[config.mk]
export PLATFORM = sky130hd
export DESIGN_NAME = sync_shift_port
export DESIGN_NICKNAME = d
export VERILOG_FILES = /design/src/rtl/ssp_pkg.sv /design/src/rtl/ssp_launch.sv /design/src/rtl/ssp_tx.sv /design/src/rtl/ssp_rx.sv /design/src/rtl/sync_shift_port.sv
export SDC_FILE = /design/constraint.sdc
export NUM_CORES = 1
export LEC_CHECK = 0
export BUFFER_PORTS_ARGS = -buffer_cell sky130_fd_sc_hd__buf_2
export CAP_MARGIN = 20
export CORE_MARGIN = 3
export CORE_UTILIZATION = 54
export DETAILED_ROUTE_END_ITERATION = 10
export GPL_ROUTABILITY_DRIVEN = 0
export GPL_TIMING_DRIVEN = 0
export PLACE_DENSITY = 0.86
export SYNTH_ARGS = -nofsm -noshare
export SYNTH_HDL_FRONTEND = slang
export SYNTH_SLANG_ARGS = --single-unit
[constraint.sdc]
create_clock -name clk -period 1.6 [get_ports clk]
set_input_delay 0.32 -clock clk [delete_from_list [all_inputs] [get_ports clk]]
set_output_delay 0.32 -clock clk [all_outputs]
set_load 0.03 [all_outputs]
[src/rtl/ssp_pkg.sv]
package ssp_pkg;
   localparam int unsigned SSP_MIN_DATA_W = 2;

   typedef enum logic {
      SCK_HIGH = 1'b0,
      SCK_LOW  = 1'b1
   } sck_phase_e;
endpackage

[src/rtl/ssp_launch.sv]
// Delays a start request by a fixed number of machine-cycle boundaries.
module ssp_launch #(
   parameter int unsigned TICKS = 2
) (
   input  logic clk,
   input  logic rst_n,
   input  logic tick,
   input  logic req,
   output logic busy,
   output logic fire
);
   localparam int unsigned CW = (TICKS < 2) ? 1 : $clog2(TICKS + 1);

   if (TICKS < 1) begin : g_bad_ticks
      $error("ssp_launch: TICKS must be at least 1");
   end

   logic          pend_q;
   logic [CW-1:0] cnt_q;

   always_ff @(posedge clk or negedge rst_n) begin
      if (!rst_n) begin
         pend_q <= 1'b0;
         cnt_q  <= '0;
      end else if (!pend_q) begin
         if (req) begin
            pend_q <= 1'b1;
            cnt_q  <= '0;
         end
      end else if (tick) begin
         if (cnt_q == CW'(TICKS - 1)) pend_q <= 1'b0;
         cnt_q <= cnt_q + 1'b1;
      end
   end

   assign busy = pend_q;
   assign fire = pend_q && tick && (cnt_q == CW'(TICKS - 1));

   AST_LAUNCH_END_ON_TICK: assert property (@(posedge clk) disable iff (!rst_n)
      $fell(pend_q) |-> $past(tick));
endmodule

[src/rtl/ssp_tx.sv]
// Transmit shifter: marker bit above the data, zeros fill from the left.
module ssp_tx #(
   parameter int unsigned DATA_W = 8
) (
   input  logic              clk,
   input  logic              rst_n,
   input  logic              tick,
   input  logic              start,
   input  logic              load,
   input  logic [DATA_W-1:0] ldata,
   output logic              send,
   output logic              bit_o,
   output logic              done_set
);
   localparam int unsigned SW = DATA_W + 1;

   logic [SW-1:0] sh_q;
   logic          at_end;

   // final shift pending: marker just above output, all higher bits zero
   assign at_end = (sh_q[SW-1:1] == (SW-1)'(1));

   always_ff @(posedge clk or negedge rst_n) begin
      if (!rst_n) begin
         sh_q <= '0;
         send <= 1'b0;
      end else if (load) begin
         sh_q <= {1'b1, ldata};
      end else if (tick) begin
         if (start) begin
            send <= 1'b1;
         end else if (send) begin
            sh_q <= {1'b0, sh_q[SW-1:1]};
            if (at_end) send <= 1'b0;
         end
      end
   end

   assign bit_o    = sh_q[0];
   assign done_set = send && tick && at_end;

   AST_TX_MARKER_KEPT: assert property (@(posedge clk) disable iff (!rst_n)
      send |-> (sh_q[SW-1:1] != '0));
   AST_TX_ZERO_FILL: assert property (@(posedge clk) disable iff (!rst_n)
      (send && tick && !at_end) |=> (sh_q[SW-1] == 1'b0));
endmodule

[src/rtl/ssp_rx.sv]
// Receive shifter: ones preset with a zero marker, data enters on the right.
module ssp_rx #(
   parameter int unsigned DATA_W = 8
) (
   input  logic              clk,
   input  logic              rst_n,
   input  logic              tick,
   input  logic              mid,
   input  logic              start,
   input  logic              din,
   output logic              act,
   output logic              done_set,
   output logic [DATA_W-1:0] data
);
   logic [DATA_W-1:0] sh_q;
   logic              samp_q;

   always_ff @(posedge clk or negedge rst_n) begin
      if (!rst_n) begin
         sh_q   <= '1;
         samp_q <= 1'b1;
         act    <= 1'b0;
      end else begin
         if (mid && act) samp_q <= din;
         if (tick) begin
            if (start) begin
               sh_q <= {{(DATA_W-1){1'b1}}, 1'b0};
               act  <= 1'b1;
            end else if (act) begin
               sh_q <= {sh_q[DATA_W-2:0], samp_q};
               if (!sh_q[DATA_W-1]) act <= 1'b0;
            end
         end
      end
   end

   assign done_set = act && tick && !sh_q[DATA_W-1];
   assign data     = {sh_q[DATA_W-2:0], samp_q};

   AST_RX_MARKER_LIVE: assert property (@(posedge clk) disable iff (!rst_n)
      act |-> !(&sh_q));
endmodule

[src/rtl/sync_shift_port.sv]
module sync_shift_port #(
   parameter int unsigned DATA_W       = 8,
   parameter int unsigned LAUNCH_TICKS = 2,
   parameter bit          RX_LSB_FIRST = 1'b1
) (
   input  logic              clk,
   input  logic              rst_n,
   input  logic              mc_tick,
   input  logic              mc_mid,
   input  logic              buf_wr,
   input  logic [DATA_W-1:0] buf_wdata,
   input  logic              rx_en,
   input  logic              tx_flag_clr,
   input  logic              rx_flag_clr,
   input  logic              sdat_i,
   output logic              sdat_o,
   output logic              sdat_oe,
   output logic              sclk_o,
   output logic              send_act,
   output logic              recv_act,
   output logic              tx_done,
   output logic              rx_done,
   output logic [DATA_W-1:0] rx_buf
);
   import ssp_pkg::*;

   if (DATA_W < SSP_MIN_DATA_W) begin : g_bad_width
      $error("sync_shift_port: DATA_W too small");
   end

   logic tx_pend, tx_fire, tx_bit, tx_set;
   logic rx_pend, rx_fire, rx_set;
   logic tx_busy, rx_busy, wr_ok, rx_req;
   logic [DATA_W-1:0] rx_raw, rx_ord;
   sck_phase_e        sck_ph;

   assign tx_busy = tx_pend | send_act;
   assign rx_busy = rx_pend | recv_act;
   assign wr_ok   = buf_wr && !tx_busy && !rx_busy;
   assign rx_req  = rx_en && !rx_done && !tx_busy && !rx_busy && !buf_wr;

   ssp_launch #(.TICKS(LAUNCH_TICKS)) u_tx_launch (
      .clk(clk), .rst_n(rst_n), .tick(mc_tick), .req(wr_ok),
      .busy(tx_pend), .fire(tx_fire));

   ssp_launch #(.TICKS(LAUNCH_TICKS)) u_rx_launch (
      .clk(clk), .rst_n(rst_n), .tick(mc_tick), .req(rx_req),
      .busy(rx_pend), .fire(rx_fire));

   ssp_tx #(.DATA_W(DATA_W)) u_tx (
      .clk(clk), .rst_n(rst_n), .tick(mc_tick), .start(tx_fire),
      .load(wr_ok), .ldata(buf_wdata), .send(send_act), .bit_o(tx_bit),
      .done_set(tx_set));

   ssp_rx #(.DATA_W(DATA_W)) u_rx (
      .clk(clk), .rst_n(rst_n), .tick(mc_tick), .mid(mc_mid),
      .start(rx_fire), .din(sdat_i), .act(recv_act), .done_set(rx_set),
      .data(rx_raw));

   // first bit in lands on the left; optionally flip so it becomes bit 0
   if (RX_LSB_FIRST) begin : g_rx_flip
      for (genvar i = 0; i < DATA_W; i++) begin : g_bit
         assign rx_ord[i] = rx_raw[DATA_W-1-i];
      end
   end else begin : g_rx_keep
      assign rx_ord = rx_raw;
   end

   always_ff @(posedge clk or negedge rst_n) begin
      if (!rst_n) begin
         tx_done <= 1'b0;
         rx_done <= 1'b0;
         rx_buf  <= '0;
         sck_ph  <= SCK_HIGH;
      end else begin
         if (tx_set)           tx_done <= 1'b1;
         else if (tx_flag_clr) tx_done <= 1'b0;
         if (rx_set) begin
            rx_done <= 1'b1;
            rx_buf  <= rx_ord;
         end else if (rx_flag_clr) begin
            rx_done <= 1'b0;
         end
         if (mc_tick)     sck_ph <= SCK_LOW;
         else if (mc_mid) sck_ph <= SCK_HIGH;
      end
   end

   assign sclk_o  = !((sck_ph == SCK_LOW) && (send_act || recv_act));
   assign sdat_oe = send_act;
   assign sdat_o  = send_act ? tx_bit : 1'b1;

   AST_HALF_DUPLEX: assert property (@(posedge clk) disable iff (!rst_n)
      !(send_act && recv_act));
   AST_SCLK_FALL_ON_TICK: assert property (@(posedge clk) disable iff (!rst_n)
      $fell(sclk_o) |-> $past(mc_tick));
   AST_TX_DONE_AFTER_SEND: assert property (@(posedge clk) disable iff (!rst_n)
      $rose(tx_done) |-> $past(send_act));
   AST_RX_DONE_AFTER_RECV: assert property (@(posedge clk) disable iff (!rst_n)
      $rose(rx_done) |-> $past(recv_act));
   AST_RX_HELD_OFF: assert property (@(posedge clk) disable iff (!rst_n)
      (rx_done && !rx_flag_clr && !recv_act) |=> !recv_act);
endmodule

# --- Word-level counts from Yosys, hierarchy flattened ---
# Cells that the tools add are included.
totals:
  ff_bits: 37
  input_bits: 17
  word_cells: 93
  output_inout_bits: 15
op_classes:
  bitwise: 3
  n_addsub: 2
  mux: 33
  n_eq_ne: 6
  reduce_logical: 36
op_table:
  columns: ["operator", "count"]
  rows:
  - ["9-bit 2-to-1 mux", 4]
  - ["1-bit 2-to-1 mux", 21]
  - ["1-bit logical AND", 16]
  - ["8-bit 2-to-1 mux", 2]
  - ["2-bit nonzero test", 8]
  - ["2-bit 2-to-1 mux", 6]
  - ["8-bit by 1-bit == test with 1-bit output, second input constant", 1]
  - ["2-bit AND reduction", 4]
  - ["1-bit logical NOT", 6]
  - ["2-bit by 1-bit adder with 2-bit output, second input constant", 2]
  - ["2-bit by 1-bit == test with 1-bit output, second input constant", 2]
  - ["2-bit != test, second input constant", 2]
  - ["3-bit AND reduction", 1]
  - ["2-bit by 1-bit != test with 1-bit output, second input constant", 1]
  - ["1-bit OR", 2]
  - ["1-bit logical OR", 1]
  - ["1-bit NOT", 1]

# --- Depth between registers and ports, before layout ---
# Gate-level depths: netlist of the first run.
logic_depth:
  word_depth: 7
  depth_mapped: 6

# --- By module ---
# Synthesis of the first run repeated with hierarchy kept, for this count alone.
unflattened:
  cells_unflattened: 168
  area_unflattened_um2: 1849.3
by_module_without_submodules:
  columns: ["mod", "cells_each", "area_per_inst_um2", "instances"]
  rows:
  - ["ssp_rx", 52, 565.5, 1]
  - ["ssp_tx", 53, 511.7, 1]
  - ["sync_shift_port", 33, 459.2, 1]
  - ["ssp_launch", 15, 156.4, 2]

# --- Worst setup path after synthesis of the first run ---
# No wires, ideal clock.
synth_timing:
  path_kind: "flip-flop to output port"
  from: "register u_tx.send"
  to: "output sclk_o"
  path_stages_with_launch: 2
  arrival_ps: 1288
  path_slack_ps: -8
  required_time_ps: 1280
  path_cell_list: "dfrtp_1 -> o21ai_0"
synth_between:
  elab_chain_len: 3
synth_rtl:
  columns: ["item", "line_no", "rtl"]
  rows:
  - ["from (decl)", "ssp_tx.sv:11", "output logic send,"]
  - ["from (signal assigned)", "ssp_tx.sv:26", "send <= 1'b0;"]
  - ["from (signal assigned)", "ssp_tx.sv:31", "send <= 1'b1;"]
  - ["from (signal assigned)", "ssp_tx.sv:34", "if (at_end) send <= 1'b0;"]
  - ["1-bit logical OR", "sync_shift_port.sv:89", "assign sclk_o = !((sck_ph == SCK_LOW) && (send_act || recv_act));"]
  - ["1-bit logical AND", "sync_shift_port.sv:89", null]
  - ["1-bit logical NOT", "sync_shift_port.sv:89", null]
  - ["to (decl)", "sync_shift_port.sv:18", "output logic sclk_o,"]
# Every way passes these cells.

# --- Worst setup path in the final report of the first run ---
# Same ends and word-level chain as after synthesis.

==> results_dict.tcl, run 1 <==
set metrics [dict create \
    grt_max_degree 38 \
    cp_top_family "flip-flops" \
    ys_warn_count 0 \
    drv_cap 0 \
    area_growth_pct 15.49 \
    drt_wl_total_mm 3.150 \
    internal-power_w 0.002269 \
    multiInputGateArea_um2 650.6 \
    hold_path.class "input pin to async pin" \
    seqCellArea_um2 939.7 \
    numCtsBuffers 5 \
    cts_tree "built" \
    diodes 0 \
    path_clk_slew_ps 110 \
    clock_path_buffers 2 \
    core_area_um2 2829 \
    drive_gt1_share_pct 37.02 \
    die_w_um 61.24 \
    outcome "finished clean" \
    fin_skew_ps 12.91 \
    detail_route.wl_per_cell_um 14.86 \
    worstMarginPinSlew_ps 788.2 \
    leakage_nw 1.021 \
    drc 0 \
    first_global_vias 1107 \
    grt_usage_pct 19.22 \
    preCtsSetupSlack_ps 124.3 \
    dr.first_iter.drc_count 77 \
    drt_pre_antenna_iters 6 \
    grt_first_pass_wirelength_mm 5.188 \
    nets 199 \
    htree_levels 2 \
    pwr-share-seq_pct 46.8 \
    fmax_mhz 666.1 \
    peakVddDrop_uv 914.3 \
    crit_type "flip-flop to output port" \
    setup_violations 0 \
    cts_sinks 37 \
    vias 1167 \
    relSlewSlack_pct 47.45 \
    path_cells "o21ai_1 -> buf_2" \
    final_antenna_net_count 0 \
    p_per_area_nw_per_um2 1971 \
    combPwrFrac_pct 40.4 \
    synth-edff-count 0 \
    port_buffers 31 \
    seq_area_frac_synth_pct 56.87 \
    clkLatencyLatePin_ps 350 \
    max_stage_delay_ps 490 \
    fin_ws_ps 98.66 \
    dp_hpwl_mm 2.247 \
    final_core_util_pct 67.27 \
    initial_core_util_pct 58.25 \
    synth_top_area_share_pct 42.52 \
    vias_per_cell 5.505 \
    cts_root_buffer "clkbuf_4" \
    critPathLaunchType "flip-flop" \
    p_clk_share_pct 12.7 \
    post_cts_buffers 0 \
    syn_area_per_cell_um2 11.60 \
    synthesis.nets 161 \
    period_needed_ps 1501 \
    fillCellCount 225 \
    synth_top_cell_by_area "dfrtp_1" \
    synth_ff_type "dfrtp_1" \
    grt_antenna_before_repair 0 \
    critical_path_buf_inv_count 1 \
    yosysUniqueCellTypes 29 \
    layout.cells.non_filler 212 \
    cp-end-kind "output port" \
    ys_ff_latch 37 \
    worstPathRequired_ps 1280 \
    synth_area_um2 1648 \
    worstPathArrival_ps 1180 \
    synth_area_leaders "dfrtp_1, dfstp_2, mux2_4, nand2_1, a21o_1" \
    slowest_stage "dfrtp_2" \
    synth_commonest_cells "dfrtp_1, nand2_1, a21o_1" \
    dp_cells 204 \
    ios 32 \
    switching_share_pct 39.51 \
    slew_viol_final 0 \
    overflow 0 \
    die-area_um2 3750 \
    rows 19 \
    tns_ps 0 \
    synth_cells 142 \
    fp.dieH_um 61.24 \
    switching_power_w 0.001482 \
    critPathMaxFanout 8 \
    period_share_pct 93.83 \
    ff2ff_setup_slack_ps 130 \
    async_flop_share_pct 100.0 \
    hold_viol 0 \
]
## metal layers
layer / vias to the layer above / global-route usage [%] / share of wire (%) / wire, um
met2: 31 / 30.97 / 51 / 1603
met1: 558 / 24.39 / 43 / 1359
li1: 572 / - / - / -
met5: - / 0 / 0 / 0
met3: 6 / 6.289 / 4.4 / 138
met4: 0 / 6.502 / 1.6 / 49
## sequential cells by signal, indices dropped and copies added (netlist names), 2 cells and up
name               cells
rx_buf                 8
u_rx.sh_q              8
u_tx_launch.cnt_q      2
u_rx_launch.cnt_q      2
u_tx.sh_q              9
## cell usage in the layout (no fill, tap or decap)
cell       n
buf_2     32
nand2b_4   1
mux2_4     8
nand2_1   28
dfstp_2    9
o21ai_2    1
nor4_4     1
a21oi_2    1
dfrtp_1   26
ha_1       2
clkbuf_1   2
o21ai_1    1
nor2_1     3
clkinv_2   1
nand3b_1   2
inv_1      6
mux2_2     1
nor4_1     1
and3_1     1
nor4b_1    2
buf_4      1
dfrtp_2    2
o22ai_1    3
o21ai_0    6
a22o_1     8
o21a_1     1
clkbuf_4   5
a21o_1    10
buf_6      3
and2_4     1
nand2b_1   1
a21boi_0   1
and2_1     1
nand3_1    9
## final cells by class
cell class                 instances  share of cell area (%)
tap                               31                   2.038
timing repair buffer              31                   8.153
inverter                           6                   1.183
clock buffer                       7                   2.367
clock inverter                     1                  0.2630
sequential                        37                   49.38
buffer                             5                   2.433
multi-input combinational         94                   34.19
## kinds of logic (layout without fill, tap and decap cells)
family,after synthesis,in the layout,share of synthesized area [%]
and+or+nand+nor,51,51,15.41
muxes,9,9,7.973
AOI/OAI and AO/OA,32,32,14.05
DFF,37,37,56.87
buffers and inverters,11,50,4.176
adders and majority gates,2,2,1.518
## path summary, 6_finish.rpt
path	start	endpoint	cells after the start
worst min-delay path	rst_n	rx_buf[2]$_DFFE_PN0P_	1
worst max register to register	u_tx_launch.busy$_DFF_PN0_	u_tx_launch.cnt_q[0]$_DFFE_PN0P_	5
min in group clk	tx_flag_clr	tx_done$_DFFE_PN0P_	2
worst max-delay path	u_tx.send$_DFFE_PN0P_	sclk_o	2
max in group asynchronous	rst_n	u_tx.send$_DFFE_PN0P_	1
worst min register to register	u_tx.sh_q[0]$_DFFE_PN0P_	u_tx.sh_q[0]$_DFFE_PN0P_	1
## per-stage QoR
| stage | total power [W] | hold WS [ps] | cell area [um^2] |
|---|---|---|---|
| floorplan | 0.002852 | 24.41 | 1648 |
| global placement | 0.003184 | 431.6 | 1842 |
| detailed placement | 0.003278 | 448.6 | 1842 |
| CTS | 0.003745 | 68.36 | 1892 |
| global route | 0.004032 | 100.5 | 1903 |
| finish | 0.003752 | 43.27 | 1903 |
## power by group through the flow
stage	Combinational, W	Clock (W)	Sequential [W]
3_5_place_dp	0.00152	0	0.00176
5_1_grt	0.00168	0.000526	0.00182
4_1_cts	0.00153	0.000482	0.00174
2_1_floorplan	0.000938	0	0.00191
3_3_place_gp	0.00146	0	0.00172
6_report	0.00152	0.000478	0.00176
## repair_timing
item / 4_1_cts / 5_1_grt
hold buffers: 0 / 0
gates resized for setup: 0 / 3
endpoints found under the setup margin: 0 / 3
Note: power is estimated with default switching activity, not from simulation.
==> inputs of run 2 (changes only) <==
--- a/config.mk
+++ b/config.mk
@@ -13,6 +13,8 @@
 export GPL_ROUTABILITY_DRIVEN = 0
 export GPL_TIMING_DRIVEN = 0
 export PLACE_DENSITY = 0.86
+export RECOVER_POWER = 100
+export SLEW_MARGIN = 20
 export SYNTH_ARGS = -nofsm -noshare
 export SYNTH_HDL_FRONTEND = slang
 export SYNTH_SLANG_ARGS = --single-unit
==> results_dict.tcl, run 2 (synthesized netlist as in run 1, its figures left out) <==
set metrics [dict create \
    dp_cells 204 \
    cts-hold-fix-buffers 0 \
    first_global_vias 1107 \
    outcome "finished clean" \
    final_antenna_net_count 0 \
    period_share_pct 94.22 \
    cts_resized 0 \
    drc 0 \
    detail_route.wl_per_cell_um 14.98 \
    use_met1_pct 24.39 \
    worstPathArrival_ps 1190 \
    layout.cells.non_filler 212 \
    vias 1174 \
    slew_viol_final 0 \
    setup_violations 0 \
    initial_core_util_pct 58.25 \
    area_growth_pct 14.73 \
    drt_pre_antenna_iters 7 \
    crit_path_start "u_tx.send$_DFFE_PN0P_" \
    drive_gt1_share_pct 31.49 \
    worstMarginPinSlew_ps 887.4 \
    final_core_util_pct 66.83 \
    worstPathRequired_ps 1280 \
    nets 199 \
    port_buffers 31 \
    worstSetupEndpoint "sclk_o" \
    drt_wl_total_mm 3.175 \
    fin_skew_ps 12.89 \
    largest_register "u_tx.sh_q" \
    grt_antenna_before_repair 0 \
    diodes 0 \
    r2r_end "u_tx_launch.cnt_q[0]$_DFFE_PN0P_" \
    final_cell_mix "nand2_1, dfrtp_1, buf_2" \
    grt_first_pass_wirelength_mm 5.188 \
    fp.dieH_um 61.24 \
    busiest_layer "met2" \
    ff2ff_setup_slack_ps 130 \
    grt_util_met3_pct 6.289 \
    critPathMaxFanout 8 \
    cts_root_buffer "clkbuf_4" \
    grt_use_met2_pct 30.97 \
    period_needed_ps 1508 \
    p_per_area_nw_per_um2 1973 \
    crit_type "flip-flop to output port" \
    fmax_mhz 663.3 \
    largest_reg_flops 9 \
    htree_levels 2 \
    die_w_um 61.24 \
    peakVddDrop_uv 914.0 \
    cts_sinks 37 \
    cp-end-kind "output port" \
    reg_top3 "u_tx.sh_q (9), rx_buf (8), u_rx.sh_q (8)" \
    place_area_um2 1842 \
    post_cts_buffers 0 \
    grt_max_degree 38 \
    hold_path.class "input pin to async pin" \
    die-area_um2 3750 \
    numCtsBuffers 5 \
    leakage_nw 0.9837 \
    rows 19 \
    vias_per_cell 5.538 \
    hold_viol 0 \
    overflow 0 \
    r2r_cells 5 \
    relSlewSlack_pct 40.84 \
    path_clk_slew_ps 110 \
    dr.first_iter.drc_count 75 \
    grt_usage_pct 19.22 \
    clkLatencyLatePin_ps 350 \
    ios 32 \
    dp_hpwl_mm 2.247 \
    final_common_cell "nand2_1" \
    critPathLaunchType "flip-flop" \
    rr_startpoint "u_tx_launch.busy$_DFF_PN0_" \
    clock_path_buffers 2 \
    core_area_um2 2829 \
    drv_cap 0 \
    cts_tree "built" \
    postLayoutCellArea_um2 1891 \
]
==> run 2: changes by cell type in the layout (fill, tap and decap cells not counted) <==
cell,before,now
clkbuf_2,0,1
buf_2,32,21
clkbuf_1,2,12
==> run 2: how the worst min path moves through the flow <==
stage / from / end / slack (ps) / cells after the start
2_1_floorplan: rst_n / rx_buf[0]$_DFFE_PN0P_ / 20 / 0
3_3_place_gp: rst_n / rx_buf[1]$_DFFE_PN0P_ / 430 / 1
3_5_place_dp: rst_n / rx_buf[2]$_DFFE_PN0P_ / 450 / 1
4_1_cts: rst_n / u_tx.sh_q[8]$_DFFE_PN0P_ / 70 / 1
5_1_grt: rst_n / u_tx_launch.busy$_DFF_PN0_ / 140 / 1
6_report: rst_n / rx_buf[2]$_DFFE_PN0P_ / 70 / 1
==> run 2: report_power, final <==
group	switching, W	internal [W]	leakage [nW]	total, W
logic	0.000832	0.000658	0.503	0.00149
clock network	0.000308	0.000171	0.0293	0.000480
registers	0.000350	0.00141	0.451	0.00176
total	0.00149	0.00224	0.984	0.00373
==> run 2: routing by layer <==
metal	vias to the layer above	share of wire, %
met5	-	0
met4	0	1.5
met3	6	4.8
met2	35	50
met1	561	43
li1	572	-
==> run 2: final cells by class <==
| class | count | area (um^2) |
|---|---|---|
| Sequential cell | 37 | 939.7 |
| Inverter | 6 | 22.52 |
| Multi-Input combinational cell | 94 | 650.6 |
| Buffer | 5 | 46.29 |
| Clock buffer | 7 | 45.04 |
| Tap cell | 31 | 38.79 |
| Clock inverter | 1 | 5.005 |
| Fill cell | 232 | 938.4 |
| Timing Repair Buffer | 31 | 142.6 |
==> run 2: through the flow <==
stage | worst slack [ps] | setup TNS [ps] | hold WS [ps] | power, W
finish | 92.48 | 0 | 73.28 | 0.003731
global route | -2.007 | -2.007 | 138.9 | 0.004006
CTS | 69.20 | 0 | 68.36 | 0.003745
detailed placement | 124.3 | 0 | 448.6 | 0.003278
global placement | 166.5 | 0 | 431.6 | 0.003184
floorplan | 99.80 | 0 | 24.41 | 0.002852
==> run 2: worst max-delay path, cell delays in order, from the launching register on <==
cell and delay [ps]:
dfrtp_2 490, o21ai_1 140, buf_2 210
==> inputs of run 3 (changes only) <==
--- a/config.mk
+++ b/config.mk
@@ -14,6 +14,7 @@
 export GPL_TIMING_DRIVEN = 0
 export PLACE_DENSITY = 0.86
 export RECOVER_POWER = 100
+export REMOVE_ABC_BUFFERS = 1
 export SLEW_MARGIN = 20
 export SYNTH_ARGS = -nofsm -noshare
 export SYNTH_HDL_FRONTEND = slang
==> results_dict.tcl, run 3 (synthesized netlist as in run 1, its figures left out) <==
set metrics [dict create \
    detail_route.wl_per_cell_um 14.02 \
    critPathLaunchType "flip-flop" \
    cp-end-kind "output port" \
    setup_violations 0 \
    vias 1190 \
    final_common_cell "nand2_1" \
    relSlewSlack_pct 41.07 \
    drt_wl_total_mm 2.931 \
    grt_first_pass_wirelength_mm 4.830 \
    vias_per_cell 5.694 \
    die_w_um 61.24 \
    clkLatencyLatePin_ps 330 \
    fin_skew_ps 5.873 \
    dp_hpwl_mm 2.094 \
    switching_share_pct 39.83 \
    hold_viol 0 \
    internal-power_w 0.002177 \
    switching_power_w 0.001441 \
    crit_type "flip-flop to output port" \
    fillCellCount 253 \
    final_cell_mix "nand2_1, dfrtp_1, buf_2" \
    drive_gt1_share_pct 24.72 \
    hold_path.class "input pin to async pin" \
    cts_root_buffer "clkbuf_4" \
    path_clk_slew_ps 100 \
    peakVddDrop_uv 851.5 \
    pwr-share-seq_pct 48.3 \
    htree_levels 2 \
    overflow 0 \
    numCtsBuffers 5 \
    slew_viol_final 0 \
    final_antenna_net_count 0 \
    rows 19 \
    dr.first_iter.drc_count 40 \
    p_clk_share_pct 13.7 \
    period_share_pct 95.75 \
    drc 0 \
    critPathMaxFanout 8 \
    drt_pre_antenna_iters 4 \
    rsz0062_at_grt "no" \
    first_global_vias 1120 \
    dp_cells 199 \
    largest_reg_flops 9 \
    port_buffers 31 \
    combPwrFrac_pct 38.0 \
    area_growth_pct 11.01 \
    fmax_mhz 652.8 \
    initial_core_util_pct 58.25 \
    layout.cells.non_filler 209 \
    worstMarginPinSlew_ps 883.9 \
    grt_antenna_before_repair 0 \
    die-area_um2 3750 \
    drv_cap 0 \
    diodes 0 \
    period_needed_ps 1532 \
    outcome "finished clean" \
    largest_register "u_tx.sh_q" \
    fp.dieH_um 61.24 \
    grt_max_degree 38 \
    clock_path_buffers 2 \
    reg_top3 "u_tx.sh_q (9), rx_buf (8), u_rx.sh_q (8)" \
    grt_usage_pct 17.91 \
    nets 196 \
    cts_sinks 37 \
    final_core_util_pct 64.66 \
    core_area_um2 2829 \
    leakage_nw 0.9314 \
    cts_tree "built" \
    worstPathRequired_ps 1280 \
    worstPathArrival_ps 1210 \
    p_per_area_nw_per_um2 1978 \
    ios 32 \
]
-- run 3: cell count changes in the layout (fill, tap and decap cells not counted), moves of 2 or more --
cell,previous run,this run
buf_2,21,16
mux2_4,8,0
clkbuf_1,12,14
mux2_1,0,8
buf_6,3,0
-- run 3: repair_timing --
| action | in CTS | in global routing |
|---|---|---|
| resized for setup | 0 | 3 |
| buffers inserted | 0 | 2 |
| setup endpoints to repair | 0 | 13 |
| hold buffers | 0 | 0 |
-- run 3: cell type report --
class                      count  area, um^2  share of cell area (%)
timing repair buffer          33       157.7                   8.618
clock buffer                   8       58.81                   3.215
multi-input combinational     94       611.8                   33.45
sequential                    37       939.7                   51.37
inverter                       6       22.52                   1.231
tap                           31       38.79                   2.120
-- run 3: path summary, 6_finish.rpt --
kind	start	endpoint	slack, ps	cells past startpoint
worst max register to register	u_tx_launch.busy$_DFF_PN0_	u_tx.sh_q[3]$_DFFE_PN0P_	140	5
worst min-delay path	rst_n	rx_buf[2]$_DFFE_PN0P_	90	1
max in group asynchronous	rst_n	u_rx.act$_DFFE_PN0P_	900	1
worst min register to register	u_tx.sh_q[0]$_DFFE_PN0P_	u_tx.sh_q[0]$_DFFE_PN0P_	490	1
min in group clk	rx_flag_clr	rx_done$_DFFE_PN0P_	170	2
worst max-delay path	u_tx.send$_DFFE_PN0P_	sclk_o	70	2
-- run 3: per-layer routing --
metal | routed length (um) | vias to the layer above | share of wire, % | global-route usage, %
li1 | - | 564 | - | -
met3 | 141 | 9 | 4.8 | 6.499
met4 | 58 | 0 | 2.0 | 7.430
met2 | 1442 | 34 | 49 | 29.31
met1 | 1289 | 583 | 44 | 21.35
met5 | 0 | - | 0 | 0
-- run 3: through the flow --
step | setup WS [ps] | setup TNS, ps | area (um^2) | power, W | hold slack (ps)
after floorplan | -149.8 | -149.8 | 1602 | 0.002818 | 24.41
after global placement | 68.87 | 0 | 1795 | 0.003158 | 435.4
after detailed placement | 74.16 | 0 | 1795 | 0.003251 | 450.2
after CTS | 5.490 | 0 | 1854 | 0.003750 | 82.70
after global routing | 12.81 | 0 | 1829 | 0.003920 | 138.5
final | 68.05 | 0 | 1829 | 0.003618 | 94.89
-- run 3: power by group through the flow --
stage	Combinational, W	Sequential [W]	Clock [W]
after floorplan	0.000863	0.00195	0
after global placement	0.00143	0.00173	0
after detailed placement	0.00149	0.00176	0
after CTS	0.00149	0.00175	0.000512
after global routing	0.00154	0.00182	0.000558
final	0.00137	0.00175	0.000496
-- run 3: worst max-delay path: stages, from the launching register on --
cell,delay [ps]
dfrtp_2,480
o21ai_0,210
buf_4,190
